`config.mk`:
```
export PLATFORM = sky130hd
export DESIGN_NAME = cordicVecPe
export DESIGN_NICKNAME = d
export VERILOG_FILES = /design/src/rtl/cordicVecPkg.sv /design/src/rtl/cordicVecCtrl.sv /design/src/rtl/cordicVecDatapath.sv /design/src/rtl/cordicVecPe.sv
export SDC_FILE = /design/constraint.sdc
export NUM_CORES = 1
export LEC_CHECK = 0
export ABC_CLOCK_PERIOD_IN_PS = 16600
export BUFFER_PORTS_ARGS = -buffer_cell sky130_fd_sc_hd__buf_2
export CAP_MARGIN = 20
export CORE_MARGIN = 1.5
export CORE_UTILIZATION = 30
export DETAILED_ROUTE_END_ITERATION = 8
export HOLD_SLACK_MARGIN = 0.03
export SYNTH_ARGS = -nofsm -noshare
export SYNTH_HDL_FRONTEND = slang
export SYNTH_SLANG_ARGS = --single-unit
```
`constraint.sdc`:
```
create_clock -name clk -period 16.6 [get_ports clk]
set_input_delay 0.83 -clock clk [delete_from_list [all_inputs] [get_ports clk]]
set_output_delay 0.83 -clock clk [all_outputs]
set_load 0.02 [all_outputs]
```
`src/rtl/cordicVecPkg.sv`:
```
package cordicVecPkg;

  // Number of shift-add terms in the gain-correction pass
  localparam int SCALE_TERMS = 7;
  localparam int SCW = 3;

  typedef enum logic [1:0] {
    ST_IDLE,
    ST_RUN,
    ST_SCALE,
    ST_FIN
  } peState_t;

  // Strobes from control to datapath
  typedef struct packed {
    logic load;     // capture inputs, pre-rotate
    logic step;     // apply one micro-rotation
    logic dir;      // direction of that micro-rotation
    logic scale;    // apply one gain-correction term
    logic useGain;  // magnitude port shows the corrected value
  } ctrlStrobe_t;

  // Shift of each gain-correction term
  function automatic logic [4:0] scaleShift(logic [SCW-1:0] k);
    case (k)
      3'd0: return 5'd1;
      3'd1: return 5'd3;
      3'd2: return 5'd6;
      3'd3: return 5'd9;
      3'd4: return 5'd13;
      3'd5: return 5'd15;
      default: return 5'd16;
    endcase
  endfunction

  // Sign of each gain-correction term (1 = subtract)
  function automatic logic scaleNeg(logic [SCW-1:0] k);
    return (k >= 3'd2);
  endfunction

endpackage

```
`src/rtl/cordicVecCtrl.sv`:
```
module cordicVecCtrl
  import cordicVecPkg::*;
#(
  parameter int MAX_ITER = 32,
  parameter int CW = $clog2(MAX_ITER + 1),
  parameter int IW = (MAX_ITER > 1) ? $clog2(MAX_ITER) : 1
) (
  input  logic             clk,
  input  logic             rstN,
  input  logic             startIn,
  input  logic [CW-1:0]    iterCnt,
  input  logic             gainEn,
  input  logic             xSign,
  input  logic             ySign,
  output ctrlStrobe_t      strobe,
  output logic [IW-1:0]    iterIdx,
  output logic [SCW-1:0]   scaleIdx,
  output logic             flagValid,
  output logic             dirFlag,
  output logic             doneOut
);

  peState_t      state;
  logic [CW-1:0] nLat;
  logic          gainLat;
  logic [CW-1:0] nClamp;
  logic          lastIter;
  logic          lastScale;

  assign nClamp    = (iterCnt > CW'(MAX_ITER)) ? CW'(MAX_ITER) : iterCnt;
  assign lastIter  = (CW'(iterIdx) == (nLat - CW'(1)));
  assign lastScale = (scaleIdx == SCW'(SCALE_TERMS - 1));

  always_ff @(posedge clk or negedge rstN) begin
    if (!rstN) begin
      state    <= ST_IDLE;
      nLat     <= '0;
      gainLat  <= 1'b0;
      iterIdx  <= '0;
      scaleIdx <= '0;
    end else begin
      case (state)
        ST_IDLE: begin
          if (startIn) begin
            nLat     <= nClamp;
            gainLat  <= gainEn;
            iterIdx  <= '0;
            scaleIdx <= '0;
            if (nClamp == '0) state <= gainEn ? ST_SCALE : ST_FIN;
            else              state <= ST_RUN;
          end
        end
        ST_RUN: begin
          iterIdx <= iterIdx + IW'(1);
          if (lastIter) state <= gainLat ? ST_SCALE : ST_FIN;
        end
        ST_SCALE: begin
          scaleIdx <= scaleIdx + SCW'(1);
          if (lastScale) state <= ST_FIN;
        end
        default: state <= ST_IDLE;
      endcase
    end
  end

  // Direction: drive y toward zero, taken from the register signs
  always_comb begin
    strobe.load    = (state == ST_IDLE) && startIn;
    strobe.step    = (state == ST_RUN);
    strobe.dir     = ~(xSign ^ ySign);
    strobe.scale   = (state == ST_SCALE);
    strobe.useGain = gainLat;
  end

  assign flagValid = strobe.step;
  assign dirFlag   = strobe.step & strobe.dir;
  assign doneOut   = (state == ST_FIN);

endmodule

```
`src/rtl/cordicVecDatapath.sv`:
```
module cordicVecDatapath
  import cordicVecPkg::*;
#(
  parameter int W = 16,
  parameter int AW = 24,
  parameter int MAX_ITER = 32,
  parameter int XW = W + 2,
  parameter int IW = (MAX_ITER > 1) ? $clog2(MAX_ITER) : 1
) (
  input  logic                  clk,
  input  logic                  rstN,
  input  ctrlStrobe_t           strobe,
  input  logic [IW-1:0]         iterIdx,
  input  logic [SCW-1:0]        scaleIdx,
  input  logic signed [W-1:0]   xIn,
  input  logic signed [W-1:0]   yIn,
  output logic                  xSign,
  output logic                  ySign,
  output logic [AW-1:0]         angleOut,
  output logic signed [XW-1:0]  magOut
);

  localparam int SHW = (IW > 5) ? IW : 5;
  localparam logic [AW-1:0] HALF_TURN = {1'b1, {(AW-1){1'b0}}};

  // Rounded atan(2^-idx) in units of 2^-AW turns, from an exact power-of-two series
  function automatic logic [AW-1:0] stepConst(int idx);
    longint unsigned piQ;
    longint unsigned val;
    longint unsigned term;
    longint unsigned div;
    piQ = 64'h3243_F6A8_885A_308D;  // pi scaled by 2^60
    if (idx == 0) begin
      val = piQ >> 2;
    end else begin
      val = 64'd0;
      for (int k = 0; (2 * k + 1) * idx <= 60; k++) begin
        term = (64'd1 << (60 - (2 * k + 1) * idx)) / longint'(2 * k + 1);
        if ((k % 2) == 0) val = val + term;
        else              val = val - term;
      end
    end
    div = (piQ << 1) >> AW;
    return AW'((val + (div >> 1)) / div);
  endfunction

  logic [AW-1:0] stepLut [MAX_ITER];

  for (genvar g = 0; g < MAX_ITER; g++) begin : gStep
    localparam logic [AW-1:0] STEP_C = stepConst(g);
    assign stepLut[g] = STEP_C;
  end

  logic signed [XW-1:0] xR, yR, accR;
  logic [AW-1:0]        zR;
  logic signed [XW-1:0] xExt, yExt;
  logic [SHW-1:0]       shAmt;
  logic signed [XW-1:0] shX, shY;
  logic [AW-1:0]        stepVal;

  assign xExt = XW'(xIn);
  assign yExt = XW'(yIn);

  // Shared barrel shifters; the amount comes from the iteration or the scale term
  assign shAmt   = strobe.scale ? SHW'(scaleShift(scaleIdx)) : SHW'(iterIdx);
  assign shX     = xR >>> shAmt;
  assign shY     = yR >>> shAmt;
  assign stepVal = stepLut[iterIdx];

  always_ff @(posedge clk or negedge rstN) begin
    if (!rstN) begin
      xR   <= '0;
      yR   <= '0;
      zR   <= '0;
      accR <= '0;
    end else if (strobe.load) begin
      accR <= '0;
      if (xIn[W-1]) begin
        xR <= -xExt;
        yR <= -yExt;
        zR <= HALF_TURN;
      end else begin
        xR <= xExt;
        yR <= yExt;
        zR <= '0;
      end
    end else if (strobe.step) begin
      if (strobe.dir) begin
        xR <= xR + shY;
        yR <= yR - shX;
        zR <= zR + stepVal;
      end else begin
        xR <= xR - shY;
        yR <= yR + shX;
        zR <= zR - stepVal;
      end
    end else if (strobe.scale) begin
      if (scaleNeg(scaleIdx)) accR <= accR - shX;
      else                    accR <= accR + shX;
    end
  end

  assign xSign    = xR[XW-1];
  assign ySign    = yR[XW-1];
  assign angleOut = zR;
  assign magOut   = strobe.useGain ? accR : xR;

endmodule

```
`src/rtl/cordicVecPe.sv`:
```
module cordicVecPe
  import cordicVecPkg::*;
#(
  parameter int W = 16,
  parameter int AW = 24,
  parameter int MAX_ITER = 32
) (
  input  logic                                clk,
  input  logic                                rstN,
  input  logic                                startIn,
  input  logic signed [W-1:0]                 xIn,
  input  logic signed [W-1:0]                 yIn,
  input  logic [$clog2(MAX_ITER+1)-1:0]       iterCnt,
  input  logic                                gainEn,
  output logic [AW-1:0]                       angleOut,
  output logic signed [W+1:0]                 magOut,
  output logic                                dirFlag,
  output logic                                flagValid,
  output logic                                doneOut
);

  localparam int XW = W + 2;
  localparam int CW = $clog2(MAX_ITER + 1);
  localparam int IW = (MAX_ITER > 1) ? $clog2(MAX_ITER) : 1;

  ctrlStrobe_t    strobe;
  logic [IW-1:0]  iterIdx;
  logic [SCW-1:0] scaleIdx;
  logic           xSign;
  logic           ySign;

  cordicVecCtrl #(
    .MAX_ITER(MAX_ITER),
    .CW(CW),
    .IW(IW)
  ) u_ctrl (
    .clk(clk),
    .rstN(rstN),
    .startIn(startIn),
    .iterCnt(iterCnt),
    .gainEn(gainEn),
    .xSign(xSign),
    .ySign(ySign),
    .strobe(strobe),
    .iterIdx(iterIdx),
    .scaleIdx(scaleIdx),
    .flagValid(flagValid),
    .dirFlag(dirFlag),
    .doneOut(doneOut)
  );

  cordicVecDatapath #(
    .W(W),
    .AW(AW),
    .MAX_ITER(MAX_ITER),
    .XW(XW),
    .IW(IW)
  ) u_dp (
    .clk(clk),
    .rstN(rstN),
    .strobe(strobe),
    .iterIdx(iterIdx),
    .scaleIdx(scaleIdx),
    .xIn(xIn),
    .yIn(yIn),
    .xSign(xSign),
    .ySign(ySign),
    .angleOut(angleOut),
    .magOut(magOut)
  );

endmodule

```
After elaboration in Yosys (flattened, before gate mapping) --
Memory sizes are Yosys's and may differ from the RTL's. Index checks and enable logic that the tools add are counted. Widths: inputs -> output; s select.
Operators by class: order comparisons 3, shift operators 2, bitwise gates (word level) 4, multiplexer cells 33, add/subtract/negate cells 13, equality and inequality tests 14, reduce and logical (&&, ||, !) cells 13
Operators with widths (number):
- $mux 18 | 13
- $mux 24 | 6
- $add 18x18->18 | 3
- $sub 18x18->18 | 3
- $neg 16->18 | 2
- $sshr 18x5->18 | 2
- $pmux 5 s6 | 1
- $add 24x24->24 | 1
- $sub 24x24->24 | 1
- $mux 5 | 2
- $pmux 5 s2 | 1
- $eq 3x3->1 const B | 3
- $mux 2 | 4
- $reduce_and 2->1 | 4
- $reduce_bool 2->1 | 4
- $eq 3x2->1 const B | 2
- $eq 5x6->1 | 1
- $ge 6x6->1 const B | 1
- $gt 6x6->1 const B | 1
- $logic_not 6->1 | 1
- $mux 6 | 1
- $not 5->6 | 1
- $pmux 2 s3 | 1
- $pmux 3 s2 | 1
- other kinds (18) | 22
Word-level totals: memories kept 1, word-level logic and storage cells 92, bits in read-only memories 768, register bits after elaboration 95, output and inout port bits 45
Memories:
- (no name shown) | depth 32, bits a word 24, read ports 1, clocked after memory_dff 0, write ports 0, RTL line cordicVecDatapath.sv:68 | assign stepVal = stepLut[iterIdx];

Logic depth before layout (Yosys ltp) --
depth in word-level cells 9, mapped depth 30

By module --
From an unflattened synthesis, not the netlist that was laid out.
Unflattened totals: cells, all modules 1727, area, all modules 13063.8 um2
Modules (own cells, without submodules):
- cordicVecDatapath | times used 1, seq. area each 1951.9 um2, area an instance 11922.7 um2, cells each 1602
- cordicVecCtrl | times used 1, seq. area each 425.4 um2, area an instance 1141.1 um2, cells each 125

Worst setup path after synthesis --
No wires, ideal clock.
kind register -> register, start point register u_ctrl.scaleIdx[0], end point register u_dp.yR[17], cell stages (with the launch flop) 30, clock period less this slack 6.305 ns, slack 10.295 ns, required time 16.534 ns, arrival time 6.238 ns, cell sequence dfrtp_1 -> ha_1 -> ha_1 -> nor2b_1 -> buf_4 -> o21ai_2 -> buf_2 -> buf_2 -> mux2i_1 -> mux2i_1 -> a221oi_1 -> o21ai_0 -> inv_1 -> ha_1 -> o2111ai_1 -> or4_1 -> clkbuf_1 -> nor2_1 -> nor2_1 -> xor2_1 -> ha_1 -> and2_1 -> a31o_2 -> a41o_1 -> o41ai_1 -> o211ai_1 -> a31oi_1 -> a211oi_1 -> nor4_1 -> o31a_1
Between the ends: longest elaborated chain between the ends 8
RTL lines:
- from (decl) | RTL line cordicVecCtrl.sv:17 | output logic [SCW-1:0] scaleIdx,
- from (signal assigned) | RTL line cordicVecCtrl.sv:58 | scaleIdx <= scaleIdx + SCW'(1);
- $eq 3x3->1, or another cell as far along | RTL line cordicVecPkg.sv:25 | case (k)
- $pmux 5 s6 * | RTL line cordicVecPkg.sv:25
- $mux 5 * | RTL line cordicVecDatapath.sv:65 | assign shAmt = strobe.scale ? SHW'(scaleShift(scaleIdx)) : SHW'(iterIdx);
- $sshr 18x5->18 * | RTL line cordicVecDatapath.sv:66 | assign shX = xR >>> shAmt;
- $sub 18x18->18 / $add 18x18->18 (equally long branches) | RTL line cordicVecDatapath.sv:90, cordicVecDatapath.sv:94
- $mux 18 * | RTL line cordicVecDatapath.sv:88 | if (strobe.dir) begin
- $mux 18 * | RTL line cordicVecDatapath.sv:87 | end else if (strobe.step) begin
- $mux 18 * | RTL line cordicVecDatapath.sv:76 | end else if (strobe.load) begin
- to (signal assigned) | RTL line cordicVecDatapath.sv:80 | yR <= -yExt;
- to (signal assigned) | RTL line cordicVecDatapath.sv:90 | yR <= yR - shX;
- to (signal assigned) | RTL line cordicVecDatapath.sv:94 | yR <= yR + shX;
- to (decl) | RTL line cordicVecDatapath.sv:54 | logic signed [XW-1:0] xR, yR, accR;
Every way passes the cells marked *; elsewhere a longest branch is shown, timed or not. The select of a mux whose other input is x is not followed. A chain may end at the register's enable or synchronous reset.

Worst setup path after layout --
start point register u_ctrl.state[0], end point register u_dp.yR[17]
Between the ends: longest elaborated chain between the ends 7
RTL lines:
- from (decl) | RTL line cordicVecCtrl.sv:23 | peState_t state;
- from (signal assigned) | RTL line cordicVecCtrl.sv:49 | if (nClamp == '0) state <= gainEn ? ST_SCALE : ST_FIN;
- from (signal assigned) | RTL line cordicVecCtrl.sv:55 | if (lastIter) state <= gainLat ? ST_SCALE : ST_FIN;
- $eq 2x2->1 | RTL line cordicVecCtrl.sv:71 | strobe.scale = (state == ST_SCALE);
- $mux 5 | RTL line cordicVecDatapath.sv:65
- $sshr 18x5->18 | RTL line cordicVecDatapath.sv:66
- $sub 18x18->18 / $add 18x18->18 (equally long branches) | RTL line cordicVecDatapath.sv:90, cordicVecDatapath.sv:94
- $mux 18 | RTL line cordicVecDatapath.sv:88
- $mux 18 | RTL line cordicVecDatapath.sv:87
- $mux 18 | RTL line cordicVecDatapath.sv:76
Parallel ways exist; a longest one is shown, timed or not. The select of a mux whose other input is x is not followed.

==> flow_metrics.env <==
export IMPL_htree_levels=3
export IMPL_port_buffers=86
export IMPL_cp_end_kind="flop"
export IMPL_grt_pass1_wl_um=70190
export IMPL_final_util_pct=33.18
export IMPL_antenna_found_initial=1
export IMPL_cts_buffer_depth=2
export IMPL_ys_ff_latch=95
export IMPL_antenna_left=0
export IMPL_drv_slew=0
export IMPL_path_clk_slew_ns=0.08
export IMPL_ys_seq_area_share_pct=18.51
export IMPL_synth_distinct_cells=85
export IMPL_dr_total_vias=12747
export IMPL_overflow=0
export IMPL_totalWireLength_um=44520
export IMPL_routedWlPerCell_um=19.75
export IMPL_postCtsSetupBuffers=0
export IMPL_first_pass_iters=6
export IMPL_initial_utilization_pct=30.48
export IMPL_ios=87
export IMPL_skew_ns=0.009428
export IMPL_yosys_area_top_type_share_pct=18.51
export IMPL_hold_viol=0
export IMPL_drive_gt1_share_pct=11.38
export IMPL_synth_warnings=0
export IMPL_core_um2=42130
export IMPL_grt_use_total_pct=20.31
export IMPL_clock_latency_ns=0.38
export IMPL_drv_cap=0
export IMPL_cts_made_buffers=9
export IMPL_grt_setup_unrepaired="no"
export IMPL_syn_inst=1688
export IMPL_cp_start_kind="flop"
export IMPL_syn_num_nets=1830
export IMPL_grt_max_degree=58
export IMPL_place_hpwl_um=34350
export IMPL_hold_class="in -> async"
export IMPL_synth_edff_count=0
export IMPL_synth_top_area_cell="dfrtp_1"
export IMPL_die_area_um2=44050
export IMPL_relSlewSlack_pct=27.55
export IMPL_status="finished clean"
export IMPL_timing_setup_tns_ns=0
export IMPL_die_w_um=209.9
export IMPL_arrival_ns=8.22
export IMPL_ys_async_sr_fraction_pct=100.0
export IMPL_synth_ff_type="dfrtp_1"
export IMPL_synth_avg_cell_area_um2=7.607
export IMPL_drc=0
export IMPL_drtIter0Drc=1052
export IMPL_hold_slack_ns=0.4253
export IMPL_clock_sinks=95
export IMPL_tightest_slew_ns=1.073
export IMPL_rows=75
export IMPL_nets=1851
export IMPL_crit_path_max_incr_delay_ns=0.87
export IMPL_fmax_mhz=126.6
export IMPL_timing_final_crit_share_pct=47.60
export IMPL_hold_buffers=0
export IMPL_crit_top_cell="ha_1"
export IMPL_critPathKind="reg -> reg"
export IMPL_cp_required_ns=16.92
export IMPL_synthesis_area_um2=12840
export IMPL_gp_congestion=0.9267
export IMPL_cts_root_buf="clkbuf_16"
export IMPL_cts_tree="done"
export IMPL_via_per_inst=5.655
export IMPL_setup_viol=0
export IMPL_worst_path_max_fanout=40
export IMPL_first_global_vias=12211
export IMPL_synth_area_leaders="dfrtp_1 19%, ha_1 9.4%, mux2i_1 7.2%, xnor2_1 6.3%, nand2_1 6.1%"
export IMPL_die_y_um=209.9
export IMPL_cts_resized=0
export IMPL_synthToLayoutAreaGrowth_pct=8.876
export IMPL_final_min_clock_period_ns=7.902
export IMPL_crit_path_top_delay_cell="o41ai_1"
-- metal layers --
layer  wire length [um]  GRT usage [%]  vias up
li1                   -              -     6154
met1              21060          28.49     6117
met2              19310          30.97      406
met3               2768          3.382       70
met4               1379          7.864        0
met5                  0              0        -
-- cell usage in the layout (no fill, tap or decap), types with 17 or more instances in the layout --
master,count
a21o_1,22
nor3_1,42
nand2_1,206
xnor2_1,92
inv_1,57
ha_1,95
buf_4,22
buf_2,85
a211oi_1,17
mux2_2,24
a21oi_1,133
o21ai_0,111
mux2i_1,92
a31oi_1,22
dfrtp_1,95
nor2b_1,18
nand3_1,45
xor2_1,53
o211ai_1,17
nor2_1,155
nand2b_1,19
-- sequential cells by signal (all words and copies together) (netlist names), 2 cells and up --
| register | cells |
|---|---|
| u_ctrl.nLat | 6 |
| u_dp.xR | 18 |
| u_ctrl.scaleIdx | 3 |
| u_dp.angleOut | 24 |
| u_ctrl.state | 2 |
| u_dp.yR | 18 |
| u_ctrl.iterIdx | 5 |
| u_dp.accR | 18 |
-- critical path, delay by kind of cell, from the launching register on --
family	cells	cell delay (ns)
flip-flops	1	0.45
buffers and inverters	4	0.99
multiplexers	1	0.60
XOR/XNOR	1	0.21
adder cells (fa/ha/maj)	3	0.67
AND/OR/NAND/NOR	6	1.76
AO/OA/AOI/OAI	11	3.09
-- synthesized netlist by cell type (17+ instances only) --
cell type    n
o211ai_1    17
a211oi_1    17
nand2_1    207
mux2i_1     92
xnor2_1     92
clkbuf_1    57
xor2_1      53
nand3_1     45
inv_1       57
a21oi_1    134
nand2b_1    19
nor2_1     155
ha_1        96
nor2b_1     18
dfrtp_1     95
nor3_1      42
o21ai_0    111
mux2_2      24
a21o_1      22
a31oi_1     22
-- worst paths after layout --
path	startpoint	to	slack, ns	cells past startpoint
max	u_ctrl.state[0]	u_dp.yR[17]	8.70	26
min	rstN	u_dp.angleOut[11]	0.43	1
max reg2reg	u_ctrl.state[0]	u_dp.yR[17]	8.70	26
min reg2reg	u_dp.accR[9]	u_dp.accR[9]	0.51	2
max in group asynchronous	rstN	u_dp.yR[7]	14.95	2
min in group clk	u_dp.accR[9]	u_dp.accR[9]	0.51	2
-- metrics by stage --
step	std cells	worst slack, ns	area (um2)
floorplan	1688	10.30	12840
global placement	2237	9.015	13690
CTS	2253	8.741	13980
global route	2254	8.070	13980
finish	2254	8.698	13980
detailed placement	2237	8.772	13690
-- area by class of cell --
| class | count | area (um2) |
|---|---|---|
| Clock inverter | 5 | 41.29 |
| Multi-Input combinational cell | 1438 | 9834 |
| Clock buffer | 11 | 242.7 |
| Antenna cell | 1 | 2.502 |
| Sequential cell | 95 | 2377 |
| Timing Repair Buffer | 107 | 590.6 |
| Tap cell | 539 | 674.4 |
| Inverter | 58 | 217.7 |
| Fill cell | 4463 | 28150 |
-- kinds of logic (layout without fill, tap and decap cells) --
family                     after synthesis  count (layout)  synth area share, %
other                                    0               1                    0
adders and majority gates              100             100                9.978
DFF                                     95              95                18.51
muxes                                  123             123                10.50
xor gates and xnor gates               145             145                9.890
and+or+nand+nor                        589             589                21.66
buffers and inverters                  155             181                5.115
AOI/OAI and AO/OA                      481             481                24.34
Power is left out: the tool's default activity adds up to more than one toggle a clock period on the data nets, which glitch-free logic cannot reach.
